## src/rtl/rww_pkg.sv

```systemverilog
package rww_pkg;
  typedef enum logic [1:0] {
    OPK_PROG       = 2'd0,
    OPK_ERASE_SECT = 2'd1,
    OPK_ERASE_DEV  = 2'd2,
    OPK_ERASE_DEV2 = 2'd3
  } opk_e;

  localparam int unsigned ADDR_W_DEF = 25;
  localparam int unsigned BANK_W_DEF = 4;
  localparam int unsigned SECT_W_DEF = 16;
  localparam int unsigned BOOT_W_DEF = 14;
endpackage

```

## src/rtl/rww_addr_decode.sv

```systemverilog
module rww_addr_decode #(
  parameter int unsigned ADDR_W = rww_pkg::ADDR_W_DEF,
  parameter int unsigned BANK_W = rww_pkg::BANK_W_DEF,
  parameter int unsigned SECT_W = rww_pkg::SECT_W_DEF,
  parameter int unsigned BOOT_W = rww_pkg::BOOT_W_DEF
) (
  input  logic [ADDR_W-BOOT_W-1:0] hi,
  output logic [BANK_W-1:0]        bank,
  output logic [ADDR_W-BOOT_W-1:0] key
);
  localparam int unsigned KEY_W = ADDR_W - BOOT_W;
  localparam int unsigned SUB_W = SECT_W - BOOT_W;
  localparam int unsigned BLK_W = ADDR_W - SECT_W;

  logic [BLK_W-1:0] blk;
  logic             in_boot;

  assign blk     = hi[KEY_W-1:SUB_W];
  assign bank    = hi[KEY_W-1:KEY_W-BANK_W];
  // boot regions: lowest 64K block of the array and highest one
  assign in_boot = (blk == '0) || (blk == '1);
  assign key     = in_boot ? hi : {blk, {SUB_W{1'b0}}};
endmodule

```

## src/rtl/rww_busy_tracker.sv

```systemverilog
module rww_busy_tracker #(
  parameter int unsigned BANK_W = rww_pkg::BANK_W_DEF,
  parameter int unsigned KEY_W  = rww_pkg::ADDR_W_DEF - rww_pkg::BOOT_W_DEF
) (
  input  logic                 clk,
  input  logic                 rst_n,
  input  logic                 op_start,
  input  logic [1:0]           op_kind,
  input  logic [BANK_W-1:0]    op_bank,
  input  logic [KEY_W-1:0]     op_key,
  input  logic                 op_done,
  input  logic                 erase_suspend,
  input  logic                 erase_resume,
  output logic                 busy,
  output logic                 suspended,
  output logic [(1<<BANK_W)-1:0] busy_map,
  output logic                 start_err,
  output logic [KEY_W-1:0]     hold_key
);
  import rww_pkg::*;
  localparam int unsigned NBANK = 1 << BANK_W;

  logic              busy_q, susp_q, dev_q, erase_q, err_q;
  logic [BANK_W-1:0] bank_q;
  logic [KEY_W-1:0]  key_q;
  opk_e              kind;

  assign kind = opk_e'(op_kind);

  always_ff @(posedge clk) begin
    if (!rst_n) begin
      busy_q  <= 1'b0;
      susp_q  <= 1'b0;
      dev_q   <= 1'b0;
      erase_q <= 1'b0;
      err_q   <= 1'b0;
      bank_q  <= '0;
      key_q   <= '0;
    end else begin
      err_q <= op_start && busy_q;
      if (op_done) begin
        busy_q <= 1'b0;
        susp_q <= 1'b0;
        dev_q  <= 1'b0;
        erase_q <= 1'b0;
      end else if (op_start && !busy_q) begin
        busy_q  <= 1'b1;
        susp_q  <= 1'b0;
        dev_q   <= (kind == OPK_ERASE_DEV) || (kind == OPK_ERASE_DEV2);
        erase_q <= (kind != OPK_PROG);
        bank_q  <= op_bank;
        key_q   <= op_key;
      end else if (erase_suspend && busy_q && erase_q && !dev_q && !susp_q) begin
        susp_q <= 1'b1;
      end else if (erase_resume && susp_q) begin
        susp_q <= 1'b0;
      end
    end
  end

  for (genvar b = 0; b < NBANK; b++) begin : g_map
    assign busy_map[b] = busy_q && (dev_q || (bank_q == BANK_W'(b)));
  end

  assign busy      = busy_q;
  assign suspended = susp_q;
  assign start_err = err_q;
  assign hold_key  = key_q;

  assert_start_refused_R9: assert property (@(posedge clk) disable iff (!rst_n)
    (op_start && busy && !op_done) |=> (start_err && busy && $stable(busy_map)));
  assert_done_clears_R10: assert property (@(posedge clk) disable iff (!rst_n)
    op_done |=> (!busy && !suspended && busy_map == '0));
  assert_resume_R10: assert property (@(posedge clk) disable iff (!rst_n)
    (suspended && erase_resume && !op_done) |=> (busy && !suspended));
  assert_dev_no_suspend_R8: assert property (@(posedge clk) disable iff (!rst_n)
    (busy && dev_q) |-> (!suspended && (&busy_map)));
endmodule

```

## src/rtl/rww_access_judge.sv

```systemverilog
module rww_access_judge #(
  parameter int unsigned BANK_W = rww_pkg::BANK_W_DEF,
  parameter int unsigned KEY_W  = rww_pkg::ADDR_W_DEF - rww_pkg::BOOT_W_DEF
) (
  input  logic                   busy,
  input  logic                   suspended,
  input  logic [(1<<BANK_W)-1:0] busy_map,
  input  logic [KEY_W-1:0]       hold_key,
  input  logic [BANK_W-1:0]      req_bank,
  input  logic [KEY_W-1:0]       req_key,
  input  logic                   req_is_prog,
  output logic                   grant,
  output logic                   status
);
  always_comb begin
    grant  = 1'b1;
    status = 1'b0;
    if (busy && !suspended) begin
      if (req_is_prog) begin
        grant = 1'b0;
      end else if (busy_map[req_bank]) begin
        grant  = 1'b0;
        status = 1'b1;
      end
    end else if (suspended && (req_key == hold_key)) begin
      grant  = 1'b0;
      status = !req_is_prog;
    end
  end
endmodule

```

## src/rtl/rww_bank_guard.sv

```systemverilog
module rww_bank_guard #(
  parameter int unsigned ADDR_W = rww_pkg::ADDR_W_DEF,
  parameter int unsigned BANK_W = rww_pkg::BANK_W_DEF,
  parameter int unsigned SECT_W = rww_pkg::SECT_W_DEF,
  parameter int unsigned BOOT_W = rww_pkg::BOOT_W_DEF
) (
  input  logic                   clk,
  input  logic                   rst_n,
  input  logic                   op_start,
  input  logic [1:0]             op_kind,
  input  logic [ADDR_W-1:0]      op_addr,
  input  logic                   op_done,
  input  logic                   erase_suspend,
  input  logic                   erase_resume,
  input  logic                   req_valid,
  output logic                   req_ready,
  input  logic [ADDR_W-1:0]      req_addr,
  input  logic                   req_is_prog,
  output logic                   rsp_valid,
  input  logic                   rsp_ready,
  output logic                   rsp_grant,
  output logic                   rsp_status,
  output logic                   busy,
  output logic                   suspended,
  output logic [(1<<BANK_W)-1:0] busy_map,
  output logic                   start_err
);
  localparam int unsigned KEY_W = ADDR_W - BOOT_W;

  logic [BANK_W-1:0] op_bank, req_bank;
  logic [KEY_W-1:0]  op_key, req_key, hold_key;
  logic              dec_grant, dec_status;
  logic              rsp_v_q, rsp_g_q, rsp_s_q;
  logic              take;
  logic              unused_low_bits;

  assign unused_low_bits = ^{op_addr[BOOT_W-1:0], req_addr[BOOT_W-1:0]};

  rww_addr_decode #(.ADDR_W(ADDR_W), .BANK_W(BANK_W), .SECT_W(SECT_W), .BOOT_W(BOOT_W))
    u_op_dec (.hi(op_addr[ADDR_W-1:BOOT_W]), .bank(op_bank), .key(op_key));

  rww_addr_decode #(.ADDR_W(ADDR_W), .BANK_W(BANK_W), .SECT_W(SECT_W), .BOOT_W(BOOT_W))
    u_req_dec (.hi(req_addr[ADDR_W-1:BOOT_W]), .bank(req_bank), .key(req_key));

  rww_busy_tracker #(.BANK_W(BANK_W), .KEY_W(KEY_W)) u_track (
    .clk(clk), .rst_n(rst_n),
    .op_start(op_start), .op_kind(op_kind), .op_bank(op_bank), .op_key(op_key),
    .op_done(op_done), .erase_suspend(erase_suspend), .erase_resume(erase_resume),
    .busy(busy), .suspended(suspended), .busy_map(busy_map),
    .start_err(start_err), .hold_key(hold_key)
  );

  rww_access_judge #(.BANK_W(BANK_W), .KEY_W(KEY_W)) u_judge (
    .busy(busy), .suspended(suspended), .busy_map(busy_map), .hold_key(hold_key),
    .req_bank(req_bank), .req_key(req_key), .req_is_prog(req_is_prog),
    .grant(dec_grant), .status(dec_status)
  );

  assign req_ready = !rsp_v_q || rsp_ready;
  assign take      = req_valid && req_ready;

  always_ff @(posedge clk) begin
    if (!rst_n) begin
      rsp_v_q <= 1'b0;
      rsp_g_q <= 1'b0;
      rsp_s_q <= 1'b0;
    end else if (take) begin
      rsp_v_q <= 1'b1;
      rsp_g_q <= dec_grant;
      rsp_s_q <= dec_status;
    end else if (rsp_ready) begin
      rsp_v_q <= 1'b0;
    end
  end

  assign rsp_valid  = rsp_v_q;
  assign rsp_grant  = rsp_g_q;
  assign rsp_status = rsp_s_q;

  assert_idle_grant_R2: assert property (@(posedge clk) disable iff (!rst_n)
    (take && !busy) |=> (rsp_valid && rsp_grant && !rsp_status));
  assert_busy_read_R4: assert property (@(posedge clk) disable iff (!rst_n)
    (take && !req_is_prog && busy && !suspended && busy_map[req_bank])
      |=> (rsp_valid && !rsp_grant && rsp_status));
  assert_prog_refused_R5: assert property (@(posedge clk) disable iff (!rst_n)
    (take && req_is_prog && busy && !suspended) |=> (rsp_valid && !rsp_grant && !rsp_status));
  assert_other_bank_R3: assert property (@(posedge clk) disable iff (!rst_n)
    (take && !req_is_prog && busy && !suspended && !busy_map[req_bank]) |=> rsp_grant);
  assert_rsp_hold_R11: assert property (@(posedge clk) disable iff (!rst_n)
    (rsp_valid && !rsp_ready) |=> (rsp_valid && $stable(rsp_grant) && $stable(rsp_status)));
endmodule

```

## config.mk

```make
export PLATFORM = sky130hd
export DESIGN_NAME = rww_bank_guard
export DESIGN_NICKNAME = d
export VERILOG_FILES = /design/src/rtl/rww_pkg.sv /design/src/rtl/rww_addr_decode.sv /design/src/rtl/rww_busy_tracker.sv /design/src/rtl/rww_access_judge.sv /design/src/rtl/rww_bank_guard.sv
export SDC_FILE = /design/constraint.sdc
export NUM_CORES = 1
export LEC_CHECK = 0
export BUFFER_PORTS_ARGS = -buffer_cell sky130_fd_sc_hd__buf_2
export CORE_ASPECT_RATIO = 0.8
export CORE_MARGIN = 2
export CORE_UTILIZATION = 35
export DETAILED_ROUTE_END_ITERATION = 16
export GPL_ROUTABILITY_DRIVEN = 0
export PLACE_DENSITY_LB_ADDON = 0.25
export REMOVE_ABC_BUFFERS = 1
export SLEW_MARGIN = 10
export SYNTH_ARGS = -nofsm -noshare
export SYNTH_HDL_FRONTEND = slang
export SYNTH_SLANG_ARGS = --single-unit
```

## constraint.sdc

```tcl
create_clock -name clk -period 1.9 [get_ports clk]
set_input_delay 0.095 -clock clk [delete_from_list [all_inputs] [get_ports clk]]
set_output_delay 0.095 -clock clk [all_outputs]
set_load 0.01 [all_outputs]
```

==> metrics.cfg <==
[logic_synthesis]
synthCells = 183
ys.flop_type = dfxtp_1
synth_async_sr_flop_share_pct = 0
synth_edf_count = 0
post_synth.cell_area_avg_um2 = 7.555
synthDistinctLibCells = 43
ys_seq_elements = 19
ys_seq_area_share_pct = 27.51
synth.cell_area_um2 = 1383
ys_warn_count = 0

[grt]
grt-ovfl-total = 0
grt_pass1_wl_um = 5844
grt_pass1_vias = 1291
grt_max_degree = 19
track_usage_pct = 16.77
antenna_found_initial = 0

[sta]
period_share_pct = 90.85
period_needed_ns = 1.726
setup_viol = 0
fmax_ghz = 0.5793
hold_viol = 0
hold_ws_ns = 0.07225
relSlewSlack_pct = 70.43
worst_slew_pin_slew_ns = 0.4436
slew_viol_final = 0
fin_skew_ns = 0.002855
rsz0062_at_grt = no
setup_tns_ns = 0

[route]
dr.pass1.iters = 4
vias_per_cell = 5.077
ant_nets = 0
drcViolationCount = 0
wire_per_inst_um = 11.67
vias = 1508
drt-initial-drc-count = 57
wirelength_um = 3466

[floorplanning]
die_y_um = 60.22
dieArea_um2 = 4472
start_util_pct = 36.35
core-area_um2 = 3804
die_w_um = 74.27
row_count = 20
ios = 84

[critical_path]
worst-setup-path-type = reg -> reg
cp-start-kind = register
startpoint = u_track.hold_key[7]
cp-end-kind = register
reg2reg_slack_ns = 0.17
worst-endpoint-arrival_ns = 1.87
r2r_start = u_track.hold_key[7]
reg2reg_to = rsp_status
cp_max_fo = 5
endpoint = rsp_status
reg2reg_depth = 6
required_ns = 2.05

[placement]
dp_hpwl_um = 2779
post_dp_cell_area_um2 = 1760
port_buffers = 55

[cells_and_area]
drive_above_1_share_pct = 29.75
diodes = 0
utilization_pct = 47.47
final_nets = 304
final_area_um2 = 1805
fillers = 405
syn_to_final_growth_pct = 30.59

[outcome]
status = complete, no violations

[cts]
cts-resized-gates = 0
cts_hold_buf = 0
clkLatencyLatePin_ns = 0.25
cts.sinks = 19
htreeDepth = 1
cts_inserted_buffers = 3
cts_root_buf = clkbuf_8
post_cts_buffers = 0
cts_tree = done
clk_pin_slew_ns = 0.07
clockBufferDepth = 2

[hold_path]
min-delay-start = op_start
hold_path.class = in -> reg

[job]
drv_cap = 0

[power_and_ir_drop]
leakagePower_nw = 0.7430
ir_worst_vdd_v = 0.0003654
power.density_nw_per_um2 = 503.7

[critical path: stages, from the launching register on]
cell	delay [ns]
dfxtp_1	0.44
xor2_4	0.21
nor4_1	0.09
nor4b_2	0.29
o22ai_1	0.13
a41o_1	0.25
a32o_1	0.21
[per-stage QoR]
stage / worst slack (ns) / std cells / power [mW]
floorplan: 0.1784 / 172 / 0.5386
finish: 0.1739 / 297 / 0.9095
detailed placement: 0.1806 / 293 / 0.6460
global route: 0.07768 / 297 / 0.9697
global placement: 0.1492 / 293 / 0.6455
CTS: 0.1707 / 297 / 0.9238
[flip-flops by register name (all words and copies together), names as in the netlist]
signal and count:
u_track.erase_q 1, rsp_valid 1, u_track.suspended 1, rsp_status 1, u_track.busy 1, u_track.hold_key 11
rsp_grant 1, u_track.start_err 1, u_track.dev_q 1
[routing by layer]
metal	wire length (µm)	GRT usage (%)	part of all wire [%]
met1	1797	24.80	52
met2	1423	24.11	41
met3	204	4.047	5.9
met4	40	4.592	1.2
met5	0	0	0
[cells in the final DEF (no fill, tap or decap), types with 3 or more instances in the layout]
cell / synthesis / routed
a21boi_0: 5 / 5
a21boi_1: 5 / 5
buf_2: 3 / 55
buf_4: 1 / 11
clkbuf_8: 0 / 3
dfxtp_1: 19 / 19
nand2_1: 29 / 29
nand2b_1: 9 / 9
nand3_1: 4 / 4
nand4_1: 3 / 3
nor2_1: 22 / 22
nor2b_1: 5 / 5
nor3_1: 8 / 8
nor4_1: 5 / 5
o21a_1: 16 / 16
xnor2_1: 8 / 8
[area by class of cell]
class                      instances  area (µm²)  area share, %
clock buffer                       4       45.04          2.495
sequential                        19       380.4          21.07
multi-input combinational        152       949.7          52.60
inverter                           1       3.754         0.2079
tap                               55       68.82          3.812
timing repair buffer              66       357.8          19.82
[cell families (layout without fill, tap and decap cells)]
logic type / after synthesis / after routing / share of synthesized area (%)
multiplexers: 1 / 1 / 0.7240
AND/OR/NAND/NOR: 95 / 95 / 34.03
flip-flops: 19 / 19 / 27.51
buffers and inverters: 12 / 71 / 3.801
XOR/XNOR: 10 / 10 / 7.693
AO/OA/AOI/OAI: 46 / 46 / 26.24
[Yosys cell counts (2+ instances only)]
master / count / area [µm²]
a31oi_1: 2 / 12.51
nand3b_1: 2 / 15.01
o32ai_1: 2 / 17.52
nand2_1: 29 / 108.9
nor4_1: 5 / 31.28
nor2b_1: 5 / 31.28
o22ai_1: 2 / 12.51
nor2_1: 22 / 82.58
nand2b_1: 9 / 56.30
o21a_1: 16 / 120.1
a21boi_0: 5 / 37.54
or2_1: 2 / 12.51
dfxtp_1: 19 / 380.4
a21boi_1: 5 / 37.54
xnor2_1: 8 / 70.07
clkbuf_1: 7 / 26.28
nand4_1: 3 / 18.77
nand3_1: 4 / 20.02
buf_2: 3 / 15.01
nor3_1: 8 / 40.04
a211oi_1: 2 / 15.01
a22oi_1: 2 / 15.01
[worst min-delay path by stage]
stage | depth (start not counted) | slack [ns] | end
final | 3 | 0.07 | u_track.busy
after global routing | 3 | 0.1 | u_track.suspended
after CTS | 3 | 0.07 | u_track.busy
after detailed placement | 3 | 0.33 | u_track.busy
after global placement | 3 | 0.33 | u_track.busy
after floorplan | 2 | 0.21 | u_track.busy
[report_power, final]
part           leakage [nW]  switching, mW  internal (mW)
clock network        0.0228          0.123          0.149
logic                 0.565          0.112         0.0964
registers             0.155         0.0149          0.414
(Power assumes the default switching activity.)
